===== config.mk =====
export PLATFORM = sky130hd
export DESIGN_NAME = lvd_ctrl
export DESIGN_NICKNAME = d
export VERILOG_FILES = /design/src/rtl/lvd_pkg.sv /design/src/rtl/lvd_sync.sv /design/src/rtl/lvd_regs.sv /design/src/rtl/lvd_rel_cnt.sv /design/src/rtl/lvd_ctrl.sv
export SDC_FILE = /design/constraint.sdc
export NUM_CORES = 1
export LEC_CHECK = 0
export ABC_AREA = 0
export CAP_MARGIN = 15
export CORE_MARGIN = 3
export CORE_UTILIZATION = 50
export DETAILED_ROUTE_END_ITERATION = 10
export GPL_TIMING_DRIVEN = 0
export PLACE_DENSITY_LB_ADDON = 0.12
export SETUP_SLACK_MARGIN = 0.4
export SLEW_MARGIN = 20
export SYNTH_ARGS = -nofsm -noshare
export SYNTH_HDL_FRONTEND = slang
export SYNTH_SLANG_ARGS = --single-unit
export TNS_END_PERCENT = 100

===== constraint.sdc =====
create_clock -name clk -period 2.5 [get_ports clk]
set_input_delay 0.5 -clock clk [delete_from_list [all_inputs] [get_ports clk]]
set_output_delay 0.5 -clock clk [all_outputs]
set_load 0.01 [all_outputs]

===== src/rtl/lvd_pkg.sv =====
package lvd_pkg;
  // control register bit positions (software decodes these)
  localparam int CB_MASTER = 0;
  localparam int CB_DROP   = 1;
  localparam int CB_RISE   = 2;
  // status register bit positions
  localparam int SB_DROP   = 0;
  localparam int SB_RISE   = 1;
  localparam int SB_BUSY   = 2;
  localparam int SB_ERR    = 3;

  localparam int N_CMP     = 3;
  localparam int CI_FALL   = 0;
  localparam int CI_RISE   = 1;
  localparam int CI_POR    = 2;

  typedef struct packed {
    logic rise_en;
    logic drop_en;
    logic master;
  } ctrl_t;
endpackage


===== src/rtl/lvd_sync.sv =====
module lvd_sync #(
  parameter int W = 3
) (
  input  logic         clk,
  input  logic         rst_n,
  input  logic [W-1:0] async_i,
  output logic [W-1:0] lvl_o,
  output logic [W-1:0] edge_o
);
  logic [W-1:0] s1_q, s2_q, s3_q;

  for (genvar g = 0; g < W; g++) begin : g_bit
    always_ff @(posedge clk or negedge rst_n) begin
      if (!rst_n) begin
        s1_q[g] <= 1'b0;
        s2_q[g] <= 1'b0;
        s3_q[g] <= 1'b0;
      end else begin
        s1_q[g] <= async_i[g];
        s2_q[g] <= s1_q[g];
        s3_q[g] <= s2_q[g];
      end
    end
    assign edge_o[g] = s2_q[g] & ~s3_q[g];
  end

  assign lvl_o = s2_q;
endmodule


===== src/rtl/lvd_regs.sv =====
module lvd_regs
  import lvd_pkg::*;
#(
  parameter int STAB_CYCLES = 10000
) (
  input  logic       clk,
  input  logic       rst_n,
  input  logic       fall_edge_i,
  input  logic       rise_edge_i,
  input  logic       por_lvl_i,
  input  logic       wr_en_i,
  input  logic       wr_sel_i,
  input  logic [3:0] wr_data_i,
  output logic [2:0] ctrl_o,
  output logic [3:0] stat_o,
  output logic       level_o,
  output logic       irq_o
);
  localparam int SW = $clog2(STAB_CYCLES + 1);

  ctrl_t         ctrl_q, ctrl_d;
  logic [SW-1:0] stab_q, stab_d;
  logic          df_q, df_d, rf_q, rf_d, err_q, err_d, lvl_q, lvl_d;
  logic          busy, detect, wr_ctrl, wr_stat;

  assign busy    = (stab_q != '0);
  assign detect  = ctrl_q.master & ~busy;
  assign wr_ctrl = wr_en_i & ~wr_sel_i;
  assign wr_stat = wr_en_i &  wr_sel_i;

  always_comb begin
    ctrl_d = ctrl_q;
    stab_d = busy ? stab_q - SW'(1) : stab_q;
    df_d   = df_q;
    rf_d   = rf_q;
    err_d  = err_q;
    lvl_d  = lvl_q;

    if (wr_ctrl) begin
      if (wr_data_i[CB_MASTER]) begin
        if (!ctrl_q.master) begin
          ctrl_d.master = 1'b1;
          stab_d        = SW'(STAB_CYCLES);
        end else if (!busy) begin
          ctrl_d.drop_en = wr_data_i[CB_DROP];
          ctrl_d.rise_en = wr_data_i[CB_RISE];
        end
      end else if (ctrl_q.drop_en | ctrl_q.rise_en) begin
        err_d = 1'b1;
      end else begin
        ctrl_d.master = 1'b0;
        stab_d        = '0;
      end
    end

    if (wr_stat) begin
      if (!wr_data_i[SB_DROP]) df_d  = 1'b0;
      if (!wr_data_i[SB_RISE]) rf_d  = 1'b0;
      if (!wr_data_i[SB_ERR])  err_d = 1'b0;
    end

    if (por_lvl_i) begin
      lvl_d = 1'b1;
    end else if (detect) begin
      if (fall_edge_i && lvl_q) begin
        lvl_d = 1'b0;
        df_d  = 1'b1;
      end else if (rise_edge_i && !lvl_q) begin
        lvl_d = 1'b1;
        rf_d  = 1'b1;
      end
    end
  end

  always_ff @(posedge clk or negedge rst_n) begin
    if (!rst_n) begin
      ctrl_q <= '0;
      stab_q <= '0;
      df_q   <= 1'b0;
      rf_q   <= 1'b0;
      err_q  <= 1'b0;
      lvl_q  <= 1'b1;
    end else begin
      ctrl_q <= ctrl_d;
      stab_q <= stab_d;
      df_q   <= df_d;
      rf_q   <= rf_d;
      err_q  <= err_d;
      lvl_q  <= lvl_d;
    end
  end

  assign ctrl_o  = ctrl_q;
  assign stat_o  = {err_q, busy, rf_q, df_q};
  assign level_o = lvl_q;
  assign irq_o   = (df_q & ctrl_q.drop_en) | (rf_q & ctrl_q.rise_en);

  // an error only appears on a refused write, so the master stays set
  p_err_keeps_master_r4: assert property (@(posedge clk) disable iff (!rst_n)
    $rose(err_q) |-> ($past(ctrl_q.master) && ctrl_q.master));

  // an enable can only turn on once stabilisation is complete
  p_drop_en_gate_r3: assert property (@(posedge clk) disable iff (!rst_n)
    $rose(ctrl_q.drop_en) |-> ($past(ctrl_q.master) && $past(stab_q == '0)));

  p_rise_en_gate_r3: assert property (@(posedge clk) disable iff (!rst_n)
    $rose(ctrl_q.rise_en) |-> ($past(ctrl_q.master) && $past(stab_q == '0)));

  // the drop flag only goes away through a zero write
  p_drop_sticky_r8: assert property (@(posedge clk) disable iff (!rst_n)
    ($past(df_q) && !$past(wr_stat && !wr_data_i[SB_DROP])) |-> df_q);

  // a fall of the level always comes with the drop flag
  p_level_fall_r5: assert property (@(posedge clk) disable iff (!rst_n)
    $fell(lvl_q) |-> df_q);

  // the reset comparator forces the level high
  p_por_level_r10: assert property (@(posedge clk) disable iff (!rst_n)
    por_lvl_i |=> lvl_q);
endmodule


===== src/rtl/lvd_rel_cnt.sv =====
module lvd_rel_cnt #(
  parameter int RST_CYCLES = 131072
) (
  input  logic clk,
  input  logic rst_n,
  input  logic por_lvl_i,
  output logic rel_o
);
  localparam int CW = $clog2(RST_CYCLES + 1);

  logic [CW-1:0] cnt_q, cnt_d;
  logic          done;

  assign done = (cnt_q == CW'(RST_CYCLES));

  always_comb begin
    cnt_d = cnt_q;
    if (por_lvl_i)  cnt_d = '0;
    else if (!done) cnt_d = cnt_q + CW'(1);
  end

  always_ff @(posedge clk or negedge rst_n) begin
    if (!rst_n) cnt_q <= '0;
    else        cnt_q <= cnt_d;
  end

  assign rel_o = done & ~por_lvl_i;

  // the reset comparator keeps the internal reset active
  p_por_holds_r10: assert property (@(posedge clk) disable iff (!rst_n)
    por_lvl_i |=> !rel_o);

  // the counter never runs past its limit
  p_cnt_bound_r11: assert property (@(posedge clk) disable iff (!rst_n)
    cnt_q <= CW'(RST_CYCLES));

  // once released without a new reset condition, the release holds
  p_rel_stays_r11: assert property (@(posedge clk) disable iff (!rst_n)
    ($past(rel_o) && !por_lvl_i) |-> rel_o);
endmodule


===== src/rtl/lvd_ctrl.sv =====
module lvd_ctrl
  import lvd_pkg::*;
#(
  parameter int STAB_CYCLES = 10000,
  parameter int RST_CYCLES  = 131072
) (
  input  logic       clk,
  input  logic       rst_n,
  input  logic       cmp_fall_i,
  input  logic       cmp_rise_i,
  input  logic       cmp_por_i,
  input  logic       wr_en_i,
  input  logic       wr_sel_i,
  input  logic [3:0] wr_data_i,
  output logic [2:0] ctrl_o,
  output logic [3:0] stat_o,
  output logic       level_o,
  output logic       irq_o,
  output logic       sys_rst_n_o
);
  logic [N_CMP-1:0] cmp_raw, cmp_lvl, cmp_edge;

  always_comb begin
    cmp_raw          = '0;
    cmp_raw[CI_FALL] = cmp_fall_i;
    cmp_raw[CI_RISE] = cmp_rise_i;
    cmp_raw[CI_POR]  = cmp_por_i;
  end

  lvd_sync #(.W(N_CMP)) u_sync (
    .clk    (clk),
    .rst_n  (rst_n),
    .async_i(cmp_raw),
    .lvl_o  (cmp_lvl),
    .edge_o (cmp_edge)
  );

  lvd_regs #(.STAB_CYCLES(STAB_CYCLES)) u_regs (
    .clk        (clk),
    .rst_n      (rst_n),
    .fall_edge_i(cmp_edge[CI_FALL]),
    .rise_edge_i(cmp_edge[CI_RISE]),
    .por_lvl_i  (cmp_lvl[CI_POR]),
    .wr_en_i    (wr_en_i),
    .wr_sel_i   (wr_sel_i),
    .wr_data_i  (wr_data_i),
    .ctrl_o     (ctrl_o),
    .stat_o     (stat_o),
    .level_o    (level_o),
    .irq_o      (irq_o)
  );

  lvd_rel_cnt #(.RST_CYCLES(RST_CYCLES)) u_rel (
    .clk      (clk),
    .rst_n    (rst_n),
    .por_lvl_i(cmp_lvl[CI_POR]),
    .rel_o    (sys_rst_n_o)
  );

  // a request needs at least one flag raised
  p_irq_needs_flag_r9: assert property (@(posedge clk) disable iff (!rst_n)
    irq_o |-> (stat_o[SB_DROP] | stat_o[SB_RISE]));
endmodule


==> impl_metrics.prom <==
# TYPE chip_impl_metric gauge
chip_impl_info{name="run_status",value="completed"} 1
chip_impl_metric{name="drt.antenna.violating_nets",unit=""} 0
chip_impl_metric{name="initial_utilization",unit="%"} 53.7
chip_impl_metric{name="final.fill_count",unit=""} 324
chip_impl_metric{name="worstPathArrival",unit="ns"} 1.68
chip_impl_metric{name="number_of_max_capacitance_violations_reported",unit=""} 0
chip_impl_metric{name="clock_buffers_created_by_tritoncts",unit=""} 5
chip_impl_metric{name="fin_crit",unit="ns"} 2.18
chip_impl_metric{name="timing.clock.skew",unit="ns"} 0.0109
chip_impl_metric{name="die_height",unit="µm"} 75.6
chip_impl_metric{name="synth.yosys.warnings",unit=""} 0
chip_impl_metric{name="via_count",unit=""} 2034
chip_impl_metric{name="die_area",unit="mm²"} 0.00571
chip_impl_metric{name="count_of_final_hold_check_violations",unit=""} 0
chip_impl_info{name="ys_top_cells_by_area",value="dfrtp_1 (48%), nor2_1 (3.3%), xnor2_1 (3.3%)"} 1
chip_impl_metric{name="drc_violations",unit=""} 0
chip_impl_metric{name="clock-sinks",unit=""} 47
chip_impl_metric{name="core",unit="mm²"} 0.00450
chip_impl_info{name="launching_element_type_of_the_critical_path",value="register"} 1
chip_impl_metric{name="post_synth_inst_count",unit=""} 241
chip_impl_metric{name="synth.avg_cell_area",unit="µm²"} 10.0
chip_impl_info{name="clock_root_cell",value="clkbuf_8"} 1
chip_impl_metric{name="final_hold_slack",unit="ns"} 0.107
chip_impl_metric{name="postSynthRegisterBits",unit=""} 47
chip_impl_metric{name="grt_first_pass_wirelength",unit="µm"} 9000
chip_impl_metric{name="clock_pin_slew_worst_setup_and_hold_paths",unit="ns"} 0.09
chip_impl_metric{name="delay_of_the_slowest_cell_on_the_worst_path",unit="ns"} 0.40
chip_impl_metric{name="worstPathMaxFanout",unit=""} 2
chip_impl_metric{name="max-clock-path-buffers",unit=""} 2
chip_impl_metric{name="cts.htree.levels",unit=""} 2
chip_impl_metric{name="yosys.area.top_type_share",unit="%"} 47.6
chip_impl_info{name="critical_path.cell_chain",value="inv_2, ha_4, nor3b_4, and4_1, buf_6, inv_6, buf_6, buf_6"} 1
chip_impl_metric{name="die_width",unit="µm"} 75.6
chip_impl_info{name="grt_setup_unrepaired",value="yes"} 1
chip_impl_metric{name="finish.net_count",unit=""} 303
chip_impl_metric{name="pwr_density_cell",unit="mW/mm²"} 761
chip_impl_metric{name="final-max-slew-violation-count",unit=""} 0
chip_impl_metric{name="dp.cells",unit=""} 314
chip_impl_metric{name="stdcell_count",unit=""} 341
chip_impl_info{name="crit_top_cell",value="buf_6"} 1
chip_impl_metric{name="final_layout_size_suffix_gt1_share",unit="%"} 26.0
chip_impl_metric{name="fmax",unit="MHz"} 458
chip_impl_info{name="dominantRegCellSynth",value="dfrtp_1"} 1
chip_impl_info{name="tritoncts",value="built"} 1
chip_impl_metric{name="synthesis.nets",unit=""} 256
chip_impl_metric{name="synth_cell_type_count",unit=""} 49
chip_impl_metric{name="port-buffer-count",unit=""} 20
chip_impl_info{name="crit_type",value="register to output pin"} 1
chip_impl_metric{name="reported_leakage_power",unit="nW"} 1.31
chip_impl_info{name="most_instantiated_library_cell_after_synthesis",value="dfrtp_1"} 1
chip_impl_metric{name="vdd.ir_drop.worst",unit="mV"} 0.452
chip_impl_metric{name="drt-wirelength-per-cell",unit="µm"} 15.8
chip_impl_metric{name="grt_pass1_vias",unit=""} 1931
chip_impl_metric{name="count_of_flip_flops_with_a_built_in_enable_after_synthesis",unit=""} 0
chip_impl_metric{name="grt_antenna_before_repair",unit=""} 0
chip_impl_metric{name="critPathRequiredTime",unit="ns"} 2.00
chip_impl_info{name="synthTopCellsByCount",value="dfrtp_1 (46), nor2_1 (21), a21oi_1 (15)"} 1
chip_impl_metric{name="grt_use_total",unit="%"} 20.6
chip_impl_metric{name="routed_wl",unit="µm"} 5380
chip_impl_metric{name="maxSlewHeadroom",unit="%"} 64.9
chip_impl_metric{name="worst_skew_pair.late_latency",unit="ns"} 0.30
chip_impl_metric{name="gp_congestion",unit=""} 0.776
chip_impl_metric{name="ys_seq_area_share",unit="%"} 48.7
chip_impl_info{name="netlist.top_cell.by_area",value="dfrtp_1"} 1
chip_impl_metric{name="boundaryPins",unit=""} 21
chip_impl_metric{name="syn_area",unit="mm²"} 0.00242
chip_impl_metric{name="drt_first_pass_iters",unit=""} 4
chip_impl_metric{name="route.detailed.vias_per_inst",unit=""} 5.96
chip_impl_info{name="worst_hold_path_type",value="input port to async pin"} 1
chip_impl_metric{name="std_cell_rows",unit=""} 24
chip_impl_metric{name="grt_start_max_net_pins",unit=""} 33
chip_impl_metric{name="post_dp_hpwl",unit="µm"} 3440
chip_impl_metric{name="cts_hold_buffers",unit=""} 0
chip_impl_metric{name="report.final.setup_viol",unit=""} 0
chip_impl_metric{name="global_route.overflow_total",unit=""} 0
chip_impl_metric{name="synth_async_sr_flop_share",unit="%"} 100
chip_impl_info{name="slowest_stage",value="dfrtp_1"} 1
chip_impl_metric{name="antenna-diode-count",unit=""} 0
chip_impl_info{name="critical_path_endpoint_category",value="output pin"} 1
chip_impl_metric{name="drt_iter0_drc",unit=""} 118
chip_impl_metric{name="tightestPinTransition",unit="ns"} 0.527
chip_impl_metric{name="min_period_over_period",unit="%"} 87.3
chip_impl_metric{name="areaGrowthSynthToFinish",unit="%"} 29.5
==> state kept, by name, summed over array words and instances (netlist names) <==
signal,count
u_regs.ctrl_o,3
u_regs.df_q,1
u_regs.err_q,1
u_regs.level_o,1
u_regs.rf_q,1
u_regs.stab_q,14
u_rel.cnt_q,18
u_sync.lvl_o,3
u_sync.s1_q,3
u_sync.s3_q,2
==> per-layer routing <==
layer | track usage [%] | routed length, µm
met1 | 29.4 | 2540
met2 | 31.4 | 2590
met3 | 4.22 | 180
met4 | 7.18 | 73
met5 | 0 | 0
==> worst max-delay path, delay by kind of cell (launching register included) <==
family	cells	cell delay (ns)
and+or+nand+nor	2	0.41
buffers and inverters	5	0.46
DFF	1	0.40
adders and majority gates	1	0.14
==> worst paths after layout <==
kind | slack (ns) | depth (start not counted) | from | endpoint
worst max-delay path | 0.32 | 8 | u_regs.stab_q[0]$_DFF_PN0_ | stat_o[2]
worst min-delay path | 0.11 | 1 | rst_n | u_rel.cnt_q[9]$_DFFE_PN0N_
worst max register to register | 0.42 | 7 | u_regs.stab_q[0]$_DFF_PN0_ | u_regs.stab_q[10]$_DFF_PN0_
worst min register to register | 0.36 | 0 | u_sync.s1_q[0]$_DFF_PN0_ | u_sync.lvl_o[0]$_DFF_PN0_
max in group asynchronous | 1.82 | 2 | rst_n | u_regs.level_o$_DFFE_PN1P_
min in group clk | 0.36 | 0 | u_sync.s1_q[0]$_DFF_PN0_ | u_sync.lvl_o[0]$_DFF_PN0_
==> cell usage in the layout, fill, tap and decap left out, types with 3 or more instances in the layout <==
master,instances
mux2i_1,3
dfrtp_1,37
nand2b_1,6
nand2_1,14
nor4_1,5
nand4_1,6
nor2_1,21
buf_6,3
clkbuf_8,5
or4_1,4
nor4_4,3
o21ai_0,13
xnor2_1,9
ha_1,3
dfrtp_2,9
o31ai_1,4
clkdlybuf4s50_1,17
buf_4,23
and4_1,3
nand3_1,8
xor2_1,4
nor3_1,7
a21oi_1,14
inv_1,9
nand3b_1,4
==> report_power, final <==
part / internal, mW / total [mW] / switching, mW
clock: 0.400 / 0.653 / 0.254
sequential: 0.872 / 1.05 / 0.176
combinational: 0.351 / 0.684 / 0.333
total: 1.62 / 2.38 / 0.762
==> logic make-up (layout without fill, tap and decap cells) <==
| logic type | count (synthesis) | count (layout) | synth area share [%] |
|---|---|---|---|
| multiplexers | 5 | 5 | 2.48 |
| adder cells (fa/ha/maj) | 4 | 4 | 2.07 |
| XOR/XNOR | 13 | 13 | 4.71 |
| AND/OR/NAND/NOR | 106 | 106 | 25.9 |
| flip-flops | 47 | 47 | 48.7 |
| AO/OA/AOI/OAI | 45 | 45 | 11.7 |
| buffers and inverters | 21 | 69 | 4.45 |
==> final cells by class <==
| type | count | area (µm²) | area share (%) |
|---|---|---|---|
| repair buffers | 40 | 354 | 11.3 |
| multi-input cells | 173 | 1270 | 40.6 |
| well taps | 52 | 65.1 | 2.08 |
| plain buffers | 9 | 72.6 | 2.32 |
| inverters | 12 | 50.0 | 1.60 |
| flip-flops and latches | 47 | 1190 | 37.9 |
| clock inverters | 2 | 60.1 | 1.92 |
| clock buffers | 6 | 72.6 | 2.32 |
==> metrics by stage <==
step / setup TNS, ns / setup slack, ns / power, mW / instance area [µm²] / utilization, %
after global routing: 0 / 0.246 / 2.51 / 3130 / 69.6
after CTS: 0 / 0.302 / 2.37 / 3070 / 68.2
after global placement: -18.08 / -0.395 / 1.53 / 2700 / 59.9
after floorplan: 0 / 0.403 / 1.40 / 2430 / -
after detailed placement: -0.104 / -0.0962 / 1.55 / 2710 / 60.2
final: 0 / 0.317 / 2.38 / 3130 / 69.6
==> what timing repair did <==
action,CTS,global route
pin swaps,7,4
hold endpoints to repair,0,0
setup buffers,15,4
gates resized for setup,36,9
setup endpoints to repair,11,11
(Power assumes the default switching activity.)
